File: src/rtl/scsi_irq_pkg.sv
package scsi_irq_pkg;

    typedef enum logic [1:0] {
        EQ_IDLE,
        EQ_COUNT,
        EQ_HIT
    } eop_state_t;

    typedef enum logic [1:0] {
        RM_IDLE,
        RM_CLEAR,
        RM_HOLD
    } rm_state_t;

    // Bit positions in the bus-and-status byte
    localparam int BS_EOD    = 7;
    localparam int BS_DREQ   = 6;
    localparam int BS_PERR   = 5;
    localparam int BS_IRQ    = 4;
    localparam int BS_PMATCH = 3;
    localparam int BS_BERR   = 2;
    localparam int BS_ATN    = 1;
    localparam int BS_ACK    = 0;

    // Bit positions in the current-bus-status byte
    localparam int CB_RST = 7;
    localparam int CB_BSY = 6;
    localparam int CB_REQ = 5;
    localparam int CB_MSG = 4;
    localparam int CB_CD  = 3;
    localparam int CB_IO  = 2;
    localparam int CB_SEL = 1;
    localparam int CB_DBP = 0;

endpackage

File: src/rtl/scsi_eop_qual.sv
module scsi_eop_qual
    import scsi_irq_pkg::*;
#(
    parameter int OVL_CYC = 10
) (
    input  logic clk,
    input  logic rst_n,
    input  logic dma_mode,
    input  logic eop_n,
    input  logic dack_n,
    input  logic rd_n,
    input  logic wr_n,
    output logic hit
);

    localparam int CW = $clog2(OVL_CYC + 1);
    localparam logic [CW-1:0] LAST = CW'(OVL_CYC - 1);

    eop_state_t    state, state_nxt;
    logic [CW-1:0] cnt, cnt_nxt;
    logic          ovl;

    assign ovl = dma_mode & ~eop_n & ~dack_n & (~rd_n | ~wr_n);

    // State register
    always_ff @(posedge clk or negedge rst_n) begin
        if (!rst_n) begin
            state <= EQ_IDLE;
            cnt   <= '0;
        end else begin
            state <= state_nxt;
            cnt   <= cnt_nxt;
        end
    end

    // Next state: any dropped strobe restarts the count
    always_comb begin
        state_nxt = state;
        cnt_nxt   = cnt;
        unique case (state)
            EQ_IDLE: begin
                if (ovl) begin
                    if (OVL_CYC <= 1) begin
                        state_nxt = EQ_HIT;
                    end else begin
                        state_nxt = EQ_COUNT;
                        cnt_nxt   = CW'(1);
                    end
                end
            end
            EQ_COUNT: begin
                if (!ovl) begin
                    state_nxt = EQ_IDLE;
                    cnt_nxt   = '0;
                end else if (cnt == LAST) begin
                    state_nxt = EQ_HIT;
                    cnt_nxt   = '0;
                end else begin
                    cnt_nxt = cnt + CW'(1);
                end
            end
            EQ_HIT: begin
                if (!ovl) state_nxt = EQ_IDLE;
            end
            default: begin
                state_nxt = EQ_IDLE;
                cnt_nxt   = '0;
            end
        endcase
    end

    // Output: one-cycle pulse on entry to EQ_HIT
    always_ff @(posedge clk or negedge rst_n) begin
        if (!rst_n) hit <= 1'b0;
        else        hit <= (state != EQ_HIT) && (state_nxt == EQ_HIT);
    end

    a_r2_hit_needs_overlap: assert property (@(posedge clk) disable iff (!rst_n)
        hit |-> $past(ovl));

    a_r12_drop_blocks_hit: assert property (@(posedge clk) disable iff (!rst_n)
        !ovl |=> !hit);

endmodule

File: src/rtl/scsi_rst_mon.sv
module scsi_rst_mon
    import scsi_irq_pkg::*;
#(
    parameter int CLEAR_CYC = 160
) (
    input  logic clk,
    input  logic rst_n,
    input  logic bus_rst_n,
    input  logic sw_rst,
    output logic rst_evt,
    output logic release_o
);

    localparam int CW = $clog2(CLEAR_CYC + 1);
    localparam logic [CW-1:0] LAST = CW'(CLEAR_CYC - 1);

    rm_state_t     state, state_nxt;
    logic [CW-1:0] cnt, cnt_nxt;
    logic          bus_prev_n, sw_prev;
    logic          rise, act;

    assign act  = ~bus_rst_n | sw_rst;
    assign rise = (~bus_rst_n & bus_prev_n) | (sw_rst & ~sw_prev);

    // State register and edge history
    always_ff @(posedge clk or negedge rst_n) begin
        if (!rst_n) begin
            state      <= RM_IDLE;
            cnt        <= '0;
            bus_prev_n <= 1'b1;
            sw_prev    <= 1'b0;
        end else begin
            state      <= state_nxt;
            cnt        <= cnt_nxt;
            bus_prev_n <= bus_rst_n;
            sw_prev    <= sw_rst;
        end
    end

    // Next state
    always_comb begin
        state_nxt = state;
        cnt_nxt   = cnt;
        if (rise) begin
            state_nxt = RM_CLEAR;
            cnt_nxt   = '0;
        end else begin
            unique case (state)
                RM_IDLE: begin
                    cnt_nxt = '0;
                end
                RM_CLEAR: begin
                    if (cnt == LAST) begin
                        state_nxt = act ? RM_HOLD : RM_IDLE;
                        cnt_nxt   = '0;
                    end else begin
                        cnt_nxt = cnt + CW'(1);
                    end
                end
                RM_HOLD: begin
                    if (!act) state_nxt = RM_IDLE;
                end
                default: begin
                    state_nxt = RM_IDLE;
                    cnt_nxt   = '0;
                end
            endcase
        end
    end

    // Outputs
    always_ff @(posedge clk or negedge rst_n) begin
        if (!rst_n) begin
            rst_evt   <= 1'b0;
            release_o <= 1'b0;
        end else begin
            rst_evt   <= rise;
            release_o <= (state_nxt != RM_IDLE);
        end
    end

    a_r7_release_after_edge: assert property (@(posedge clk) disable iff (!rst_n)
        rise |=> release_o);

    a_r7_release_while_active: assert property (@(posedge clk) disable iff (!rst_n)
        act |=> release_o);

    a_r5_event_follows_edge: assert property (@(posedge clk) disable iff (!rst_n)
        rst_evt |-> $past(rise));

endmodule

File: src/rtl/scsi_irq_latch.sv
module scsi_irq_latch (
    input  logic clk,
    input  logic rst_n,
    input  logic rst_evt,
    input  logic eop_hit,
    input  logic eop_en,
    input  logic clr,
    output logic irq
);

    logic set;

    // Reset events are never masked; new events win over clear
    assign set = rst_evt | (eop_hit & eop_en);

    always_ff @(posedge clk or negedge rst_n) begin
        if (!rst_n)   irq <= 1'b0;
        else if (set) irq <= 1'b1;
        else if (clr) irq <= 1'b0;
    end

    a_r5_reset_unmasked: assert property (@(posedge clk) disable iff (!rst_n)
        rst_evt |=> irq);

    a_r3_eop_enabled_raises: assert property (@(posedge clk) disable iff (!rst_n)
        (eop_hit && eop_en) |=> irq);

    a_r8_irq_sticky: assert property (@(posedge clk) disable iff (!rst_n)
        (irq && !clr) |=> irq);

endmodule

File: src/rtl/scsi_reg_view.sv
module scsi_reg_view
    import scsi_irq_pkg::*;
(
    input  logic       eod,
    input  logic       irq,
    input  logic       dma_req,
    input  logic       parity_err,
    input  logic       phase_match,
    input  logic       busy_err,
    input  logic       atn_n,
    input  logic       ack_n,
    input  logic       bus_rst_n,
    input  logic       bsy_n,
    input  logic       req_n,
    input  logic       msg_n,
    input  logic       cd_n,
    input  logic       io_n,
    input  logic       sel_n,
    input  logic       dbp_n,
    output logic [7:0] bus_stat,
    output logic [7:0] cur_bus
);

    always_comb begin
        bus_stat            = '0;
        bus_stat[BS_EOD]    = eod;
        bus_stat[BS_DREQ]   = dma_req;
        bus_stat[BS_PERR]   = parity_err;
        bus_stat[BS_IRQ]    = irq;
        bus_stat[BS_PMATCH] = phase_match;
        bus_stat[BS_BERR]   = busy_err;
        bus_stat[BS_ATN]    = ~atn_n;
        bus_stat[BS_ACK]    = ~ack_n;
    end

    // Live view; RST is deliberately not held
    always_comb begin
        cur_bus         = '0;
        cur_bus[CB_RST] = ~bus_rst_n;
        cur_bus[CB_BSY] = ~bsy_n;
        cur_bus[CB_REQ] = ~req_n;
        cur_bus[CB_MSG] = ~msg_n;
        cur_bus[CB_CD]  = ~cd_n;
        cur_bus[CB_IO]  = ~io_n;
        cur_bus[CB_SEL] = ~sel_n;
        cur_bus[CB_DBP] = ~dbp_n;
    end

endmodule

File: src/rtl/scsi_irq_status.sv
module scsi_irq_status
    import scsi_irq_pkg::*;
#(
    parameter int OVL_CYC   = 10,
    parameter int CLEAR_CYC = 160
) (
    input  logic       clk,
    input  logic       rst_n,
    input  logic       dma_mode,
    input  logic       eop_irq_en,
    input  logic       sw_rst,
    input  logic       irq_clear,
    input  logic       eop_n,
    input  logic       dack_n,
    input  logic       rd_n,
    input  logic       wr_n,
    input  logic       bus_rst_n,
    input  logic       bsy_n,
    input  logic       req_n,
    input  logic       msg_n,
    input  logic       cd_n,
    input  logic       io_n,
    input  logic       sel_n,
    input  logic       dbp_n,
    input  logic       atn_n,
    input  logic       ack_n,
    input  logic       dma_req,
    input  logic       parity_err,
    input  logic       phase_match,
    input  logic       busy_err,
    output logic       irq,
    output logic       end_of_dma,
    output logic       bus_release,
    output logic [7:0] bus_stat,
    output logic [7:0] cur_bus
);

    logic eop_hit;
    logic rst_evt;

    scsi_eop_qual #(.OVL_CYC(OVL_CYC)) u_eop_qual (
        .clk      (clk),
        .rst_n    (rst_n),
        .dma_mode (dma_mode),
        .eop_n    (eop_n),
        .dack_n   (dack_n),
        .rd_n     (rd_n),
        .wr_n     (wr_n),
        .hit      (eop_hit)
    );

    scsi_rst_mon #(.CLEAR_CYC(CLEAR_CYC)) u_rst_mon (
        .clk       (clk),
        .rst_n     (rst_n),
        .bus_rst_n (bus_rst_n),
        .sw_rst    (sw_rst),
        .rst_evt   (rst_evt),
        .release_o (bus_release)
    );

    scsi_irq_latch u_irq_latch (
        .clk     (clk),
        .rst_n   (rst_n),
        .rst_evt (rst_evt),
        .eop_hit (eop_hit),
        .eop_en  (eop_irq_en),
        .clr     (irq_clear),
        .irq     (irq)
    );

    // Sticky end-of-DMA status; leaving DMA mode clears it first
    always_ff @(posedge clk or negedge rst_n) begin
        if (!rst_n)        end_of_dma <= 1'b0;
        else if (!dma_mode) end_of_dma <= 1'b0;
        else if (eop_hit)  end_of_dma <= 1'b1;
    end

    scsi_reg_view u_reg_view (
        .eod         (end_of_dma),
        .irq         (irq),
        .dma_req     (dma_req),
        .parity_err  (parity_err),
        .phase_match (phase_match),
        .busy_err    (busy_err),
        .atn_n       (atn_n),
        .ack_n       (ack_n),
        .bus_rst_n   (bus_rst_n),
        .bsy_n       (bsy_n),
        .req_n       (req_n),
        .msg_n       (msg_n),
        .cd_n        (cd_n),
        .io_n        (io_n),
        .sel_n       (sel_n),
        .dbp_n       (dbp_n),
        .bus_stat    (bus_stat),
        .cur_bus     (cur_bus)
    );

    a_r4_eod_cleared_outside_dma: assert property (@(posedge clk) disable iff (!rst_n)
        !dma_mode |=> !end_of_dma);

    a_r1_eod_rises_on_hit: assert property (@(posedge clk) disable iff (!rst_n)
        $rose(end_of_dma) |-> $past(eop_hit));

    a_r1_eod_sticky: assert property (@(posedge clk) disable iff (!rst_n)
        (end_of_dma && dma_mode) |=> end_of_dma);

endmodule

File: config.mk
export PLATFORM = sky130hd
export DESIGN_NAME = scsi_irq_status
export DESIGN_NICKNAME = d
export VERILOG_FILES = /design/src/rtl/scsi_irq_pkg.sv /design/src/rtl/scsi_eop_qual.sv /design/src/rtl/scsi_rst_mon.sv /design/src/rtl/scsi_irq_latch.sv /design/src/rtl/scsi_reg_view.sv /design/src/rtl/scsi_irq_status.sv
export SDC_FILE = /design/constraint.sdc
export NUM_CORES = 1
export LEC_CHECK = 0
export ABC_AREA = 1
export BUFFER_PORTS_ARGS = -buffer_cell sky130_fd_sc_hd__buf_2
export CORE_MARGIN = 2
export CORE_UTILIZATION = 30
export CTS_CLUSTER_DIAMETER = 80
export DETAILED_ROUTE_END_ITERATION = 10
export PLACE_DENSITY = 0.53
export SYNTH_ARGS = -nofsm -noshare
export SYNTH_HDL_FRONTEND = slang
export SYNTH_SLANG_ARGS = --single-unit
File: constraint.sdc
create_clock -name clk -period 1.7 [get_ports clk]
set_input_delay 0.34 -clock clk [delete_from_list [all_inputs] [get_ports clk]]
set_output_delay 0.34 -clock clk [all_outputs]
set_load 0.01 [all_outputs]
# Yosys cells after proc, flatten, opt, wreduce, memory -nomap -nowiden
# Index checks and enable logic that the tools add are counted.
[classes] n_reduce_logical=6 multipliers=0 addsub=2 mux=21 div_mod_pow=0 n_shift=0 order_cmp=0 n_eq_ne=11 bitwise=26
[ops] op="$mux 2" n=8
[ops] op="$mux 8" n=2
[ops] op="$not 1->1" n=16
[ops] op="$pmux 8 s2" n=1
[ops] op="$mux 4" n=3
[ops] op="$pmux 2 s3" n=2
[ops] op="$pmux 4 s3" n=1
[ops] op="$add 8x1->8 const B" n=1
[ops] op="$eq 8x8->1 const B" n=1
[ops] op="$and 1x1->1" n=6
[ops] op="$eq 2x2->1 const B" n=3
[ops] op="$ne 2x1->1 const B" n=3
[ops] op="$add 4x1->4 const B" n=1
[ops] op="$eq 2x1->1 const B" n=2
[ops] op="$eq 4x4->1 const B" n=1
[ops] op="$logic_not 2->1" n=2
[ops] op="$mux 1" n=4
[ops] op="$or 1x1->1" n=4
[ops] op="$reduce_bool 2->1" n=2
[ops] op="$ne 2x2->1 const B" n=1
[ops] op="$reduce_and 2->1" n=1
[ops] op="$logic_and 1x1->1" n=1
[totals] latch_bits=0 input_bits=24 reg_bits=23 mem_count=0 ramBits=0 romBits=0 output_inout_bits=19

# Depth between registers and ports, before layout
# Gate-level depths: netlist of the first run.
[logic_depth] ltp_word=8 depth_mapped=7 ltp_nobuf=7

# Hierarchy
# Synthesis of the first run repeated with hierarchy kept, for this count alone.
[hier_totals] cells_unflattened=173 hier_area_um2=1321.3
[modules_own_cells] mod="scsi_rst_mon" cells_per_inst=98 area_per_inst_um2=744.5 seq_area_each_um2=351.6 instances=1
[modules_own_cells] mod="scsi_eop_qual" cells_per_inst=49 area_per_inst_um2=405.4 seq_area_each_um2=175.2 instances=1
[modules_own_cells] mod="scsi_reg_view" cells_per_inst=16 area_per_inst_um2=82.6 seq_area_each_um2=0.0 instances=1
[modules_own_cells] mod="scsi_irq_latch" cells_per_inst=6 area_per_inst_um2=52.6 seq_area_each_um2=25.0 instances=1
[modules_own_cells] mod="scsi_irq_status" cells_per_inst=4 area_per_inst_um2=36.3 seq_area_each_um2=25.0 instances=1

# Worst setup path after synthesis of the first run
# OpenSTA, ideal clock, no wires.
[synth_timing] kind="register to register" from="reg u_rst_mon.cnt[0]" to="reg u_rst_mon.cnt[5]" path_stages_with_launch=8 arrival_time_ns=1.116 slack_ns=0.467 n_path_buf=0 setup_time_ns=0.117 cell_sequence="dfrtp_1 > ha_1 > nand2_2 > nor2_2 > nand3_2 > nand3_2 > nand2_1 > nor2b_4"
[synth_between] elab_chain_cells=4
[synth_rtl] item="from (decl)" line="scsi_rst_mon.sv:18" text="logic [CW-1:0] cnt, cnt_nxt;"
[synth_rtl] item="from (signal assigned)" line="scsi_rst_mon.sv:34" text="cnt <= cnt_nxt;"
[synth_rtl] item="$add 8x1->8 or $eq 8x8->1 (tied branches)" line="scsi_rst_mon.sv:57, scsi_rst_mon.sv:53"
[synth_rtl] item="$mux 8 *" line="scsi_rst_mon.sv:53" text="if (cnt == LAST) begin"
[synth_rtl] item="$pmux 8 s2 *" line="scsi_rst_mon.sv:48" text="unique case (state)"
[synth_rtl] item="$mux 8 *" line="scsi_rst_mon.sv:44" text="if (rise) begin"
# Mark *: on every way between the ends. The rest lies on a longest branch, timed or not.
# A chain may end at the register's enable or synchronous reset.

# Worst setup path after layout of the first run
[layout_timing] from="reg u_rst_mon.cnt[0]" to="reg u_rst_mon.release_o"
[layout_between] elab_chain_cells=5
[layout_rtl] item="$eq 8x8->1" line="scsi_rst_mon.sv:53"
[layout_rtl] item="$mux 2" line="scsi_rst_mon.sv:53"
[layout_rtl] item="$pmux 2 s3" line="scsi_rst_mon.sv:48"
[layout_rtl] item="$mux 2" line="scsi_rst_mon.sv:44"
[layout_rtl] item="$reduce_bool 2->1" line="scsi_rst_mon.sv:78" text="release_o <= (state_nxt != RM_IDLE);"
[layout_rtl] item="to (signal assigned)" line="scsi_rst_mon.sv:78"
[layout_rtl] item="to (decl)" line="scsi_rst_mon.sv:11" text="output logic release_o"
# Every way passes these cells.

==> summary.md, run 1 <==
| Metric | Value |
|---|---|
| Status | `finished clean` |
| Post-Route Setup TNS | `0 ps` |
| Fraction of registers with async set or reset after synthesis | `100%` |
| Synthesized cell area | `1240 um^2` |
| Antenna-violating nets left | `0` |
| Area enclosed by the die boundary | `4650 um^2` |
| Crit start category | `flop` |
| Clock sink count | `23` |
| Diodes inserted | `0` |
| Port bufs | `34` |
| Initial core utilization | `31.1%` |
| Clock Root Buffer | `sky130_fd_sc_hd__clkbuf_8` |
| Number of global-route vias before repair | `850` |
| Synthesis-to-layout area growth | `19.1%` |
| Area of the core region | `3970 um^2` |
| Per-cell via count in the routed design | `4.26` |
| Clock transition time at the flip-flop clock pins of the worst setup and hold paths | `~90 ps` |
| Total setup violations reported at the end of the flow | `0` |
| Setup Fix Bufs, Post-CTS | `0` |
| Clock latency of the later-clocked register in the worst-skew pair | `270 ps` |
| Detail-routed net length per standard cell | `9.38 um` |
| Total of flip-flops plus latches after synthesis | `23` |
| Number of design rule violations left after detail routing | `0` |
| Sequence of cells on the critical path | `ha_1 -> nand2_2 -> nor2_2 -> nand3_2 -> a21oi_1 -> nand2_1` |
| Number of nets in the synthesized netlist | `190` |
| Count of flip-flops with a built-in enable after synthesis | `0` |
| Die width | `68.2 um` |
| Design area | `1470 um^2` |
| Placed wire-length estimate after detailed placement | `1.74 mm` |
| Sequential area share after synthesis | `46.7%` |
| Clock tree skew after final layout | `5.68 ps` |
| Category of the worst setup path capture point | `flop` |
| Classification of the worst setup path | `reg -> reg` |
| Number of detailed-routing iterations run before antenna repair | `4` |
| Top FF cell, synth | `sky130_fd_sc_hd__dfrtp_1` |
| Count of routing violations after the opening detailed-route iteration | `80` |
| Max_slew headroom | `65.6%` |
| First-pass GRT wire length | `3.71 mm` |
| Fraction of layout instances using a drive strength above 1 | `between 20% and 30%` |
| Aggregate routed wire length | `about 2.3 mm` |
| Filler cells | `428` |
| Hold_buf cts | `0` |
| Number of clock buffers inserted by TritonCTS | `3` |
| Worst-margin pin slew | `around 520 ps` |
| Arrival time at the worst endpoint | `around 1500 ps` |
| Total track usage | `11.0%` |
| Largest net degree at the start of global routing | `24` |
| Number of buffers and inverters on the critical path | `0` |
| Slowest cell on the critical path | `sky130_fd_sc_hd__dfrtp_1` |
| Static leakage | `0.000811 uW` |
| CP required | `~1900 ps` |
| CTS tree | `yes` |
| Unrepaired setup endpoints after global routing | `no` |
| Gate Count Post-Synth | `165` |
| Yosys warns | `0` |
| Total power per unit cell area | `between 700 and 800 nW/um^2` |
| Max Clock Freq | `723 MHz` |
| Path type of the worst min-delay path | `in -> async` |
| Final total power | `1080 uW` |
| Total via count in the routed design | `1051` |
| Total number of placement rows | `23` |
| Synthesized area per cell | `7.49 um^2` |
| Non-filler cells in the finished layout | `247` |
| Minimum setup slack in the final design | `317 ps` |
| Final count of hold timing violations | `0` |
| Minimum period implied by the final worst setup slack | `1380 ps` |
| RePlAce Congestion | `0.793` |
| Peak supply drop | `0.283 mV` |
| Multi-input gate area in the final layout | `483 um^2` |
| Overall die height | `68.2 um` |
| Final #Nets | `around 220` |
| Post-CTS Resized | `0` |
| Dpl cells | `243` |
| Top-Level Pins | `between 40 and 50` |
| Worst slack, placed | `338 ps` |
| Worst-path fanout max | `5` |
| Slew Limit Fails | `0` |
| H-Tree Level Count | `1` |
| Final worst path period share | `81.4%` |
| Max-cap violations | `0` |
| Netlist cell types | `21` |
| Maximum clock path buffer count | `2` |
| Residual overflow from global routing | `0` |
| Worst path max stage delay | `410 ps` |
| Initial antenna violation count | `0` |
| Kind of cell with the highest combined delay on the critical path | `flip-flops` |
| Area of all sequential standard cells | `between 500 and 600 um^2` |
| Placed Area | `1420 um^2` |
path summary, 6_finish.rpt:
| kind | cells past startpoint | slack (ps) | endpoint | startpoint |
|---|---|---|---|---|
| max in group asynchronous | 1 | 1300 | u_rst_mon.bus_prev_n | rst_n |
| min reg2reg | 2 | 460 | u_irq_latch.irq | u_rst_mon.rst_evt |
| max reg2reg | 6 | 320 | u_rst_mon.release_o | u_rst_mon.cnt[0] |
| min in group clk | 1 | 170 | u_rst_mon.bus_prev_n | bus_rst_n |
| max | 6 | 320 | u_rst_mon.release_o | u_rst_mon.cnt[0] |
| min | 1 | 40 | u_irq_latch.irq | rst_n |
cell usage after synthesis, types with 2 or more instances:
library cell / n / area, um^2
sky130_fd_sc_hd__a21oi_1: 3 / 15.0
sky130_fd_sc_hd__buf_4: 6 / 45.0
sky130_fd_sc_hd__dfrtp_1: 22 / 551
sky130_fd_sc_hd__inv_1: 35 / 131
sky130_fd_sc_hd__nand2_1: 46 / 173
sky130_fd_sc_hd__nand2_2: 2 / 12.5
sky130_fd_sc_hd__nand3_1: 7 / 35.0
sky130_fd_sc_hd__nand3_2: 2 / 20.0
sky130_fd_sc_hd__nand4_1: 5 / 31.3
sky130_fd_sc_hd__nor2_1: 16 / 60.1
sky130_fd_sc_hd__nor3_2: 2 / 20.0
sky130_fd_sc_hd__o21ai_0: 10 / 50.1
through the flow:
| step | hold slack, ps | utilization, % |
|---|---|---|
| global placement | 354 | 35.9 |
| detailed placement | 357 | 35.9 |
| global route | 68.6 | 37.1 |
| finish | 37.0 | 37.1 |
| floorplan | 44.4 | - |
| CTS | 58.5 | 37.1 |
cells by family (layout without fill, tap and decap cells):
logic type,after synthesis,in the layout,synth area share [%]
AND/OR/NAND/NOR,84,84,31.1
buffers and inverters,41,73,14.3
flip-flops,23,23,46.7
AO/OA/AOI/OAI,15,15,6.27
adder cells (fa/ha/maj),1,1,1.01
XOR/XNOR,1,1,0.709
worst register-to-register path, cell delays in order, from the launching register on:
cell and delay [ps]:
sky130_fd_sc_hd__dfrtp_1 410, sky130_fd_sc_hd__ha_1 250, sky130_fd_sc_hd__nand2_2 90, sky130_fd_sc_hd__nor2_2 120
sky130_fd_sc_hd__nand3_2 120, sky130_fd_sc_hd__a21oi_1 210, sky130_fd_sc_hd__nand2_1 70
registers in the layout, summed over array words and instances, names as in the netlist:
name,cells
u_rst_mon.cnt,8
u_eop_qual.cnt,4
u_eop_qual.state,2
u_rst_mon.state,2
end_of_dma,1
u_eop_qual.hit,1
u_irq_latch.irq,1
u_rst_mon.bus_prev_n,1
u_rst_mon.release_o,1
u_rst_mon.rst_evt,1
u_rst_mon.sw_prev,1
routing by layer:
layer  global-route usage (%)  routed length [um]  up-vias
met5                        0                   0        -
met4                     6.00                  58        0
met3                     2.47                 153        4
met2                     16.3                 914       36
met1                     14.8                1190      448
li1                         -                   -      563
power breakdown:
| part | switching, uW | total, uW | internal [uW] |
|---|---|---|---|
| Clock | 180 | 346 | 166 |
| Sequential | 28.4 | 603 | 575 |
| Combinational | 77.7 | 135 | 56.9 |
final cells by class:
class / instances / area share (%)
Sequential cell: 23 / 39.2
Multi-Input combinational cell: 101 / 32.8
Timing Repair Buffer: 34 / 11.6
Inverter: 35 / 8.92
Tap cell: 50 / 4.25
Clock buffer: 3 / 2.80
Clock inverter: 1 / 0.510
cell usage in the layout, fill, tap and decap left out:
| master | Yosys | routed |
|---|---|---|
| sky130_fd_sc_hd__inv_1 | 35 | 35 |
| sky130_fd_sc_hd__nand3_1 | 7 | 7 |
| sky130_fd_sc_hd__buf_2 | 0 | 34 |
| sky130_fd_sc_hd__nor2b_4 | 1 | 1 |
| sky130_fd_sc_hd__clkbuf_8 | 0 | 3 |
| sky130_fd_sc_hd__nor3_1 | 1 | 1 |
| sky130_fd_sc_hd__nor3_2 | 2 | 2 |
| sky130_fd_sc_hd__clkinvlp_4 | 0 | 1 |
| sky130_fd_sc_hd__a21oi_1 | 3 | 3 |
| sky130_fd_sc_hd__ha_1 | 1 | 1 |
| sky130_fd_sc_hd__nor2_2 | 1 | 1 |
| sky130_fd_sc_hd__o21ai_0 | 10 | 10 |
| sky130_fd_sc_hd__dfstp_2 | 1 | 1 |
| sky130_fd_sc_hd__o31ai_1 | 1 | 1 |
| sky130_fd_sc_hd__nor2_1 | 16 | 16 |
| sky130_fd_sc_hd__dfrtp_1 | 22 | 22 |
| sky130_fd_sc_hd__o21ai_1 | 1 | 1 |
| sky130_fd_sc_hd__nand3_2 | 2 | 2 |
| sky130_fd_sc_hd__xor2_1 | 1 | 1 |
| sky130_fd_sc_hd__nand3b_1 | 1 | 1 |
| sky130_fd_sc_hd__nand2_1 | 46 | 46 |
| sky130_fd_sc_hd__nand4_1 | 5 | 5 |
| sky130_fd_sc_hd__nand2_2 | 2 | 2 |
(Power assumes the default switching activity.)
==> inputs of run 2 (changes only) <==
==> constraint.sdc (replaced) <==
create_clock -name clk -period 1.3 [get_ports clk]
set_input_delay 0.26 -clock clk [delete_from_list [all_inputs] [get_ports clk]]
set_output_delay 0.26 -clock clk [all_outputs]
set_load 0.01 [all_outputs]
==> run 2 against run 1 <==
  * Clock skew is essentially flat
  * Utilization grew 2.0 points
  * Wire length grew 6.5%
==> summary.md, run 2 (synthesis results as in run 1) <==
| Metric | Value |
|---|---|
| Number of buffers and inverters on the critical path | `0` |
| Top-Level Pins | `43` |
| Slew Limit Fails | `0` |
| Max_slew headroom | `65.7%` |
| Sequence of cells on the critical path | `ha_2 -> nand2_2 -> nor2_4 -> nand3_4 -> nand3_2 -> nand2_1 -> nor2b_4` |
| Register containing the most flip-flops in the final layout | `u_rst_mon.cnt` |
| Number of detailed-routing iterations run before antenna repair | `4` |
| Overall die height | `approximately 68 um` |
| Per-cell via count in the routed design | `4.30` |
| Layout Utilization | `39.1%` |
| Total track usage | `11.1%` |
| Placed wire-length estimate after detailed placement | `1.86 mm` |
| Post-Route Setup TNS | `0 ps` |
| Critical Path Source | `u_rst_mon.cnt[0]` |
| CTS tree | `yes` |
| Classification of the worst setup path | `reg -> reg` |
| Status | `finished clean` |
| Final count of hold timing violations | `0` |
| R2r startpoint | `u_rst_mon.cnt[0]` |
| Clock tree skew after final layout | `5.68 ps` |
| Port bufs | `34` |
| Die width | `68.2 um` |
| Slowest cell on the critical path | `sky130_fd_sc_hd__dfrtp_1` |
| Number of global-route vias before repair | `920` |
| Flip-flop count of the largest register after layout | `8` |
| Number of clock buffers inserted by TritonCTS | `3` |
| Initial core utilization | `between 30% and 40%` |
| Final total power | `between 1000 and 1500 uW` |
| Total power per unit cell area | `936 nW/um^2` |
| Clock Root Buffer | `sky130_fd_sc_hd__clkbuf_8` |
| Kind of cell with the highest combined delay on the critical path | `simple AND/OR/NAND/NOR gates` |
| Category of the worst setup path capture point | `flop` |
| Clock latency of the later-clocked register in the worst-skew pair | `260 ps` |
| Count of routing violations after the opening detailed-route iteration | `62` |
| Fraction of layout instances using a drive strength above 1 | `27.5%` |
| Area of the core region | `roughly 4000 um^2` |
| Total via count in the routed design | `1093` |
| Arrival time at the worst endpoint | `1400 ps` |
| Top library cells by usage in the layout, fill and taps aside | `sky130_fd_sc_hd__nand2_1, sky130_fd_sc_hd__inv_1, sky130_fd_sc_hd__buf_2, sky130_fd_sc_hd__dfrtp_1, sky130_fd_sc_hd__nor2_1` |
| Fin Hold WS | `94.5 ps` |
| CP required | `roughly 1500 ps` |
| Clock transition time at the flip-flop clock pins of the worst setup and hold paths | `90 ps` |
| Path type of the worst min-delay path | `in -> reg` |
| Worst-path fanout max | `4` |
| Max-cap violations | `0` |
| Worst-margin pin slew | `514 ps` |
| Most common cell after layout, fill and taps aside | `sky130_fd_sc_hd__nand2_1` |
| Worst path max stage delay | `360 ps` |
| Filler cells | `434` |
| Detail-routed net length per standard cell | `9.72 um` |
| First-pass GRT wire length | `slightly below 4 mm` |
| Regs by FF count | `u_rst_mon.cnt x8, u_eop_qual.cnt x4` |
| Final worst path period share | `around 95%` |
| Worst Hold Launch | `bus_rst_n` |
| Residual overflow from global routing | `0` |
| Crit start category | `flop` |
| Peak supply drop | `~0.43 mV` |
| Synthesis-to-layout area growth | `25.5%` |
| RePlAce Congestion | `0.804` |
| Minimum period implied by the final worst setup slack | `approximately 1200 ps` |
| Max Clock Freq | `808 MHz` |
| Aggregate routed wire length | `approximately 2.5 mm` |
| Design area | `1550 um^2` |
| Maximum clock path buffer count | `2` |
| Final #Nets | `230` |
| Number of design rule violations left after detail routing | `0` |
| Static leakage | `0.000844 uW` |
| Unrepaired setup endpoints after global routing | `yes` |
| Initial antenna violation count | `0` |
| Total setup violations reported at the end of the flow | `0` |
| Total number of placement rows | `23` |
| Diodes inserted | `0` |
| Area enclosed by the die boundary | `4650 um^2` |
| H-Tree Level Count | `1` |
| Antenna-violating nets left | `0` |
| Clock sink count | `23` |
| Placed Area | `1460 um^2` |
| Largest net degree at the start of global routing | `24` |
## run 2: cell types whose count changed in the layout (fill, tap and decap cells not counted), sizes merged
cell | before | now
buf | 34 | 40
dlygate4sd3 | 0 | 1
## run 2: path summary, 6_finish.rpt
path / cells past startpoint / to / slack, ps
max: 7 / u_rst_mon.cnt[5] / 60
min: 1 / u_rst_mon.bus_prev_n / 90
max reg2reg: 7 / u_rst_mon.cnt[5] / 60
min reg2reg: 2 / u_irq_latch.irq / 470
max in group asynchronous: 2 / u_rst_mon.bus_prev_n / 440
min in group asynchronous: 2 / u_irq_latch.irq / 500
## run 2: report_power, final
| group | internal, uW | switching [uW] |
|---|---|---|
| logic | 99.2 | 117 |
| registers | 752 | 31.7 |
| clock network | 217 | 236 |
## run 2: area by class of cell
class	count	area (um^2)	area share (%)
Clock inverter	1	7.51	0.484
Multi-Input combinational cell	101	507	32.7
Timing Repair Buffer	41	225	14.5
Tap cell	50	62.6	4.03
Sequential cell	23	577	37.2
Inverter	35	131	8.47
Clock buffer	3	41.3	2.66
## run 2: stage by stage
step                      instances  setup slack [ps]
after detailed placement        248              59.2
final                           254              61.9
after global placement          248              91.9
after floorplan                 165              67.0
after global routing            254             -16.0
after CTS                       253              55.1
## run 2: repair_timing
item,4_1_cts,5_1_grt
hold endpoints to repair,22,0
hold buffers,1,0
endpoints found under the setup margin,0,6
resized for setup,0,5
buffers inserted,0,1
## run 2: layer usage
metal	global-route usage, %	up-vias	wire length (um)
met5	0	-	0
met4	3.50	0	0
met3	1.97	0	180
met2	17.0	41	1060
met1	15.8	474	1220
li1	-	578	-
